<file path="src/rtl/trap_ctx_pkg.sv">
package trap_ctx_pkg;
  localparam int CCR_W  = 8;
  localparam int ASI_W  = 8;
  localparam int PST_W  = 12;
  localparam int CWP_W  = 8;
  localparam int WORD_W = 40;
  // state word field positions
  localparam int CCR_LSB = 32;
  localparam int ASI_LSB = 24;
  localparam int PST_LSB = 8;
  localparam int CWP_LSB = 0;
  // processor state bits
  localparam int PST_AG   = 0;
  localparam int PST_PRIV = 2;
  localparam int PST_PEF  = 4;
  localparam int PST_RED  = 5;
  // trap base rewrite
  localparam int TBR_LOW_W  = 15;
  localparam int TBR_TT_LSB = 5;
  localparam int TBR_NEST   = 14;

  function automatic logic [WORD_W-1:0] pack_word(
    input logic [CCR_W-1:0] ccr, input logic [ASI_W-1:0] asi,
    input logic [PST_W-1:0] pst, input logic [CWP_W-1:0] cwp);
    logic [WORD_W-1:0] w;
    w = '0;
    w[CCR_LSB +: CCR_W] = ccr;
    w[ASI_LSB +: ASI_W] = asi;
    w[PST_LSB +: PST_W] = pst;
    w[CWP_LSB +: CWP_W] = cwp;
    return w;
  endfunction
endpackage

</file>
<file path="src/rtl/trap_ctx_stack.sv">
module trap_ctx_stack #(
  parameter int DEPTH = 5,
  parameter int ENT_W = 177,
  parameter int A_W   = 168,
  parameter int B_W   = 9,
  localparam int IDX_W = (DEPTH > 1) ? $clog2(DEPTH) : 1
) (
  input  logic             clk_i,
  input  logic             rst_ni,
  input  logic             we_i,
  input  logic [IDX_W-1:0] waddr_i,
  input  logic [ENT_W-1:0] wdata_i,
  input  logic [IDX_W-1:0] raddr_a_i,
  input  logic [IDX_W-1:0] raddr_b_i,
  output logic [A_W-1:0]   rdata_a_o,
  output logic [B_W-1:0]   rdata_b_o
);
  logic [ENT_W-1:0] mem_q [DEPTH];

  for (genvar g = 0; g < DEPTH; g++) begin : g_slot
    always_ff @(posedge clk_i or negedge rst_ni) begin
      if (!rst_ni)                                mem_q[g] <= '0;
      else if (we_i && waddr_i == IDX_W'(g))      mem_q[g] <= wdata_i;
    end
  end

  // port A: low A_W bits, port B: top B_W bits
  always_comb begin
    rdata_a_o = '0;
    rdata_b_o = '0;
    for (int i = 0; i < DEPTH; i++) begin
      if (raddr_a_i == IDX_W'(i)) rdata_a_o = mem_q[i][A_W-1:0];
      if (raddr_b_i == IDX_W'(i)) rdata_b_o = mem_q[i][ENT_W-1 -: B_W];
    end
  end
endmodule

</file>
<file path="src/rtl/trap_ctx_entry.sv">
module trap_ctx_entry
  import trap_ctx_pkg::*;
#(
  parameter int MAX_TL = 5,
  parameter int PC_W   = 64,
  parameter int TT_W   = 9,
  localparam int TL_W  = $clog2(MAX_TL + 1)
) (
  input  logic [TL_W-1:0]           tl_i,
  input  logic [TT_W-1:0]           tt_i,
  input  logic [PC_W-1:TBR_LOW_W]   tbr_hi_i,
  output logic [PST_W-1:0]          pst_o,
  output logic [PC_W-1:0]           tbr_o,
  output logic [PC_W-1:0]           pc_o,
  output logic [PC_W-1:0]           npc_o
);
  logic [TBR_LOW_W-1:0] low;

  always_comb begin
    low = TBR_LOW_W'(tt_i) << TBR_TT_LSB;
    if (tl_i > TL_W'(1)) low[TBR_NEST] = 1'b1;
    tbr_o = {tbr_hi_i, low};
    pc_o  = tbr_o;
    npc_o = tbr_o + PC_W'(4);
  end

  always_comb begin
    pst_o = '0;
    pst_o[PST_PEF]  = 1'b1;
    pst_o[PST_PRIV] = 1'b1;
    pst_o[PST_AG]   = 1'b1;
    if (tl_i == TL_W'(MAX_TL - 1)) pst_o[PST_RED] = 1'b1;
  end
endmodule

</file>
<file path="src/rtl/trap_ctx_return.sv">
module trap_ctx_return
  import trap_ctx_pkg::*;
#(
  parameter int PC_W = 64
) (
  input  logic              sel_done_i,
  input  logic [PC_W-1:0]   spc_i,
  input  logic [PC_W-1:0]   snpc_i,
  input  logic [WORD_W-1:0] word_i,
  output logic [PC_W-1:0]   pc_o,
  output logic [PC_W-1:0]   npc_o,
  output logic [CCR_W-1:0]  ccr_o,
  output logic [ASI_W-1:0]  asi_o,
  output logic [PST_W-1:0]  pst_o,
  output logic [CWP_W-1:0]  cwp_o
);
  always_comb begin
    if (sel_done_i) begin
      pc_o  = snpc_i;
      npc_o = snpc_i + PC_W'(4);
    end else begin
      pc_o  = spc_i;
      npc_o = snpc_i;
    end
    ccr_o = word_i[CCR_LSB +: CCR_W];
    asi_o = word_i[ASI_LSB +: ASI_W];
    pst_o = word_i[PST_LSB +: PST_W];
    cwp_o = word_i[CWP_LSB +: CWP_W];
  end
endmodule

</file>
<file path="src/rtl/trap_ctx_unit.sv">
module trap_ctx_unit
  import trap_ctx_pkg::*;
#(
  parameter int MAX_TL = 5,
  parameter int PC_W   = 64,
  parameter int TT_W   = 9,
  localparam int TL_W  = $clog2(MAX_TL + 1)
) (
  input  logic             clk_i,
  input  logic             rst_ni,
  input  logic             trap_i,
  input  logic [TT_W-1:0]  trap_num_i,
  input  logic             done_i,
  input  logic             retry_i,
  input  logic [PC_W-1:0]  pc_i,
  input  logic [PC_W-1:0]  npc_i,
  input  logic [7:0]       ccr_i,
  input  logic [7:0]       asi_i,
  input  logic [11:0]      pst_i,
  input  logic [7:0]       cwp_i,
  input  logic [PC_W-1:0]  tbr_i,
  output logic [PC_W-1:0]  pc_o,
  output logic [PC_W-1:0]  npc_o,
  output logic [7:0]       ccr_o,
  output logic [7:0]       asi_o,
  output logic [11:0]      pst_o,
  output logic [7:0]       cwp_o,
  output logic [TL_W-1:0]  tl_o,
  output logic [PC_W-1:0]  tbr_o,
  output logic [TT_W-1:0]  tt_o,
  output logic             upd_o,
  output logic             err_o
);
  localparam int IDX_W = (MAX_TL > 1) ? $clog2(MAX_TL) : 1;
  localparam int A_W   = WORD_W + 2 * PC_W;
  localparam int ENT_W = A_W + TT_W;
  localparam int NPC_LSB = WORD_W;
  localparam int PC_LSB  = WORD_W + PC_W;

  logic [TL_W-1:0] tl_q;
  logic [PC_W-1:0] pc_q, npc_q, tbr_q;
  logic [7:0]      ccr_q, asi_q, cwp_q;
  logic [11:0]     pst_q;
  logic [TT_W-1:0] tt_q;
  logic            upd_q, err_q;

  // event decode; trap first, then done, then retry
  logic at_max, at_zero, trap_go, trap_bad, ret_go;
  assign at_max   = (tl_q == TL_W'(MAX_TL));
  assign at_zero  = (tl_q == '0);
  assign trap_go  = trap_i && !at_max;
  assign trap_bad = trap_i && at_max;
  assign ret_go   = !trap_i && (done_i || retry_i) && !at_zero;

  // stack
  logic [ENT_W-1:0] wdata;
  logic [IDX_W-1:0] widx, ridx_a, ridx_b;
  logic [A_W-1:0]   rd_a;
  logic [TT_W-1:0]  rd_b_tt;

  assign wdata  = {trap_num_i, pc_i, npc_i, pack_word(ccr_i, asi_i, pst_i, cwp_i)};
  assign widx   = IDX_W'(tl_q);
  assign ridx_a = IDX_W'(tl_q - TL_W'(1));
  assign ridx_b = IDX_W'(tl_q - TL_W'(2));

  trap_ctx_stack #(
    .DEPTH (MAX_TL),
    .ENT_W (ENT_W),
    .A_W   (A_W),
    .B_W   (TT_W)
  ) i_stack (
    .clk_i     (clk_i),
    .rst_ni    (rst_ni),
    .we_i      (trap_go),
    .waddr_i   (widx),
    .wdata_i   (wdata),
    .raddr_a_i (ridx_a),
    .raddr_b_i (ridx_b),
    .rdata_a_o (rd_a),
    .rdata_b_o (rd_b_tt)
  );

  // trap entry path
  logic [PST_W-1:0] e_pst;
  logic [PC_W-1:0]  e_tbr, e_pc, e_npc;

  trap_ctx_entry #(
    .MAX_TL (MAX_TL),
    .PC_W   (PC_W),
    .TT_W   (TT_W)
  ) i_entry (
    .tl_i     (tl_q),
    .tt_i     (trap_num_i),
    .tbr_hi_i (tbr_i[PC_W-1:TBR_LOW_W]),
    .pst_o    (e_pst),
    .tbr_o    (e_tbr),
    .pc_o     (e_pc),
    .npc_o    (e_npc)
  );

  // return path
  logic [PC_W-1:0]  r_pc, r_npc;
  logic [CCR_W-1:0] r_ccr;
  logic [ASI_W-1:0] r_asi;
  logic [PST_W-1:0] r_pst;
  logic [CWP_W-1:0] r_cwp;

  trap_ctx_return #(
    .PC_W (PC_W)
  ) i_return (
    .sel_done_i (done_i),
    .spc_i      (rd_a[PC_LSB +: PC_W]),
    .snpc_i     (rd_a[NPC_LSB +: PC_W]),
    .word_i     (rd_a[WORD_W-1:0]),
    .pc_o       (r_pc),
    .npc_o      (r_npc),
    .ccr_o      (r_ccr),
    .asi_o      (r_asi),
    .pst_o      (r_pst),
    .cwp_o      (r_cwp)
  );

  always_ff @(posedge clk_i or negedge rst_ni) begin
    if (!rst_ni) begin
      tl_q  <= '0;
      pc_q  <= '0;
      npc_q <= '0;
      tbr_q <= '0;
      ccr_q <= '0;
      asi_q <= '0;
      cwp_q <= '0;
      pst_q <= '0;
      tt_q  <= '0;
      upd_q <= 1'b0;
      err_q <= 1'b0;
    end else begin
      upd_q <= trap_go || ret_go;
      if (trap_bad) err_q <= 1'b1;
      if (trap_go) begin
        tl_q  <= tl_q + TL_W'(1);
        pc_q  <= e_pc;
        npc_q <= e_npc;
        tbr_q <= e_tbr;
        pst_q <= e_pst;
        ccr_q <= ccr_i;
        asi_q <= asi_i;
        cwp_q <= cwp_i;
        tt_q  <= trap_num_i;
      end else if (ret_go) begin
        tl_q  <= tl_q - TL_W'(1);
        pc_q  <= r_pc;
        npc_q <= r_npc;
        pst_q <= r_pst;
        ccr_q <= r_ccr;
        asi_q <= r_asi;
        cwp_q <= r_cwp;
        tt_q  <= (tl_q >= TL_W'(2)) ? rd_b_tt : '0;
      end
    end
  end

  assign pc_o  = pc_q;
  assign npc_o = npc_q;
  assign ccr_o = ccr_q;
  assign asi_o = asi_q;
  assign pst_o = pst_q;
  assign cwp_o = cwp_q;
  assign tl_o  = tl_q;
  assign tbr_o = tbr_q;
  assign tt_o  = tt_q;
  assign upd_o = upd_q;
  assign err_o = err_q;
endmodule

</file>
<file path="config.mk">
export PLATFORM = sky130hd
export DESIGN_NAME = trap_ctx_unit
export DESIGN_NICKNAME = d
export VERILOG_FILES = /design/src/rtl/trap_ctx_pkg.sv /design/src/rtl/trap_ctx_stack.sv /design/src/rtl/trap_ctx_entry.sv /design/src/rtl/trap_ctx_return.sv /design/src/rtl/trap_ctx_unit.sv
export SDC_FILE = /design/constraint.sdc
export NUM_CORES = 2
export LEC_CHECK = 0
export BUFFER_PORTS_ARGS = -buffer_cell sky130_fd_sc_hd__buf_2
export CAP_MARGIN = 20
export CORE_UTILIZATION = 40
export DETAILED_ROUTE_END_ITERATION = 7
export PLACE_DENSITY_LB_ADDON = 0.12
export SYNTH_ARGS = -nofsm -noshare
export SYNTH_HDL_FRONTEND = slang
export SYNTH_SLANG_ARGS = --single-unit
</file>
<file path="constraint.sdc">
create_clock -name clk_i -period 4.38 [get_ports clk_i]
set_input_delay 0.219 -clock clk_i [delete_from_list [all_inputs] [get_ports clk_i]]
set_output_delay 0.219 -clock clk_i [all_outputs]
set_load 0.005 [all_outputs]
</file>
==> flow_metrics.env <==
export IMPL_worst_slew_pin_slew_ns=1.06
export IMPL_max_freq_ghz=0.240
export IMPL_setup_viol=0
export IMPL_grt_usage=0.274
export IMPL_drt_initial_drc_count=3084
export IMPL_hold_path_class="primary input to flop"
export IMPL_crit_path_end_kind="flop"
export IMPL_root_buffer="clkbuf_16"
export IMPL_p_leak_nw=26.9
export IMPL_critical_path_required_ns=4.97
export IMPL_drive_gt1_frac=0.370
export IMPL_cpMostUsedCell="buf_4"
export IMPL_fin_crit_ns=4.16
export IMPL_grt_remaining_overflow=0
export IMPL_grt_pass1_vias=36200
export IMPL_numCtsBuffers=121
export IMPL_critPathArrivalTime_ns=4.75
export IMPL_ios=484
export IMPL_critPathKind="flop to flop"
export IMPL_first_pass_iters=5
export IMPL_status="finished clean"
export IMPL_drt_antenna_violating_nets=0
export IMPL_synth_cell_type_count=65
export IMPL_max_slew_margin_rel=0.293
export IMPL_dpl_hpwl_um=116000
export IMPL_ys_seq_area_frac=0.561
export IMPL_rsz0062_at_grt="false"
export IMPL_ys_seq_elements=1102
export IMPL_hold_viol=0
export IMPL_grt_pass1_wl_um=256000
export IMPL_ys_warn_count=0
export IMPL_cp_start_kind="flop"
export IMPL_placed_area_um2=54100
export IMPL_drc_errors=0
export IMPL_async_reset_ff_frac=1.00
export IMPL_hold_slack_ns=0.0531
export IMPL_vias_per_cell=5.73
export IMPL_clock_sinks=1102
export IMPL_place_ws_ns=-0.00249
export IMPL_final_core_util=0.499
export IMPL_htree_levels=3
export IMPL_die_h_um=352
export IMPL_core_um2=122000
export IMPL_portBuffers=463
export IMPL_synthFlopType="dfrtp_1"
export IMPL_grt_max_degree=119
export IMPL_synthDominantCellAreaShare=0.561
export IMPL_clockBufferDepth=3
export IMPL_wl_per_cell_um=26.9
export IMPL_syn2layout_area_growth_pct=23.8
export IMPL_synth_avg_cell_area_um2=12.3
export IMPL_rows=128
export IMPL_mostFrequentLayoutCells="dfrtp_1 (1102), mux2_2 (874), buf_2 (461), o21ai_0 (266), nand2_1 (257)"
export IMPL_yosys_top_cells_area="dfrtp_1 (56%), mux2_2 (20%), o21ai_0 (2.7%), a221oi_1 (2.5%), a22oi_1 (2.4%)"
export IMPL_fin_total_pwr_mw=48.5
export IMPL_min_period_over_period=0.950
export IMPL_syn_cell_area_um2=49100
export IMPL_cts_tree="built"
export IMPL_power_per_cell_area_nw_per_um2=798
export IMPL_vias=36800
export IMPL_final_area_um2=60800
export IMPL_start_util=0.403
export IMPL_drv_slew=0
export IMPL_nNetsFinal=4930
export IMPL_maxCapViolations=0
export IMPL_cp_slowest_cell="or4b_1"
export IMPL_synth_edff_count=0
export IMPL_antenna_found_initial=45
export IMPL_syn_inst=4002
export IMPL_cp_cell_sequence="inv_1 > ha_1 > ha_2 > nand2b_2 > buf_12 > buf_4 > a221o_1 > a222oi_1 > buf_4 > or4b_1 > or4_1 > nor4_1 > xor2_1 > o21ai_1"
export IMPL_die_area_um2=124000
export IMPL_gp_congestion=0.831
export IMPL_clkLatencyLatePin_ns=0.74
export IMPL_timing_final_ws_setup_ns=0.220
export IMPL_ir_worst_vdd_mv=0.392
export IMPL_wirelength_um=173000
export IMPL_skew_ns=0.0410
export IMPL_yosysTopAreaCell="dfrtp_1"
export IMPL_critical_path_max_stage_delay_ns=0.52
export IMPL_die_w_um=352
export IMPL_worstPathMaxFanout=35
export IMPL_clk_pin_slew_ns=0.06
export IMPL_final_common_cell="dfrtp_1"
-- kinds of logic (layout without fill, tap and decap cells) --
group                      count (synthesis)  after routing  synth area share
and+or+nand+nor                          641            641            0.0625
muxes                                    883            883             0.202
buffers and inverters                    385           1161            0.0322
adders and majority gates                 14             14           0.00357
DFF                                     1102           1102             0.561
xor gates and xnor gates                  56             56           0.00998
AOI/OAI and AO/OA                        920            920             0.128
other                                      1             18         0.0000763
-- synthesized netlist by cell type, types with 19 or more instances --
cell type and number:
a222oi_1 21, inv_1 63, nor3_1 81, a21oi_1 160, and2_1 20, xnor2_1 23
a22oi_1 155, o211ai_1 28, dfrtp_1 1102, clkbuf_1 241, xor2_1 33, nand2_1 262
buf_2 31, nand3_1 19, o21ai_0 266, nor2_1 125, a221o_1 79, a221oi_1 141
nand3b_1 45, buf_1 29, mux2_2 874
-- report_power, final --
group / leakage [nW] / internal (mW) / total [mW] / switching, mW
clock network: 2.13 / 6.51 / 10.9 / 4.40
logic: 11.4 / 8.97 / 19.8 / 10.8
registers: 13.3 / 15.1 / 17.8 / 2.70
total: 26.9 / 30.6 / 48.5 / 17.9
-- critical path, delay by kind of cell (launching register included) --
kind / cells / cell delay, ns
AOI/OAI and AO/OA: 3 / 0.72
xor gates and xnor gates: 1 / 0.18
adders and majority gates: 2 / 0.65
buffers and inverters: 4 / 0.72
DFF: 1 / 0.34
and+or+nand+nor: 4 / 1.35
-- sequential cells by signal, summed over array words and instances (netlist names), 3 cells and up --
signal,count
asi_o,8
ccr_o,8
cwp_o,8
i_stack.mem_q,865
npc_o,64
pc_o,64
pst_o,12
tbr_o,59
tl_o,3
tt_o,9
-- routing by layer --
layer / share of wire / GRT usage
met5: 0.0014 / 0
met1: 0.46 / 0.399
met2: 0.45 / 0.422
met3: 0.064 / 0.0569
met4: 0.017 / 0.0543
-- cell type report --
type | count | area (um2)
Fill cell | 11000 | 61100
Sequential cell | 1102 | 27600
Multi-Input combinational cell | 2519 | 20100
Timing Repair Buffer | 866 | 6500
Clock buffer | 176 | 3600
Tap cell | 1625 | 2030
Clock inverter | 55 | 684
Inverter | 64 | 240
Antenna cell | 13 | 32.5
-- path summary, 6_finish.rpt --
kind / slack, ns / from / endpoint / cells past startpoint
max: 0.22 / tl_o[0]$_DFFE_PN0P_ / npc_o[46]$_DFFE_PN0P_ / 14
min: 0.05 / trap_i / tbr_o[14]$_DFFE_PN0P_ / 4
max reg2reg: 0.22 / tl_o[0]$_DFFE_PN0P_ / npc_o[46]$_DFFE_PN0P_ / 14
min reg2reg: 0.47 / tbr_o[46]$_DFFE_PN0P_ / tbr_o[46]$_DFFE_PN0P_ / 2
max in group asynchronous: 2.95 / rst_ni / i_stack.mem_q[298]$_DFFE_PN0P_ / 3
min in group asynchronous: 0.16 / rst_ni / pc_o[34]$_DFFE_PN0P_ / 2
-- per-stage QoR --
| step | std cells | setup TNS [ns] |
|---|---|---|
| 3_5_place_dp | 5943 | -0.00249 |
| 6_report | 6420 | 0 |
| 2_1_floorplan | 4006 | 0 |
| 3_3_place_gp | 5943 | 0 |
| 5_1_grt | 6413 | 0 |
| 4_1_cts | 6398 | 0 |
-- what timing repair did --
item / 4_1_cts / 5_1_grt
setup buffers: 0 / 7
hold buffers: 224 / 0
hold endpoints to repair: 1096 / 0
setup endpoints to repair: 0 / 27
gates resized for setup: 0 / 9
Power figures use the tool's default switching activity.
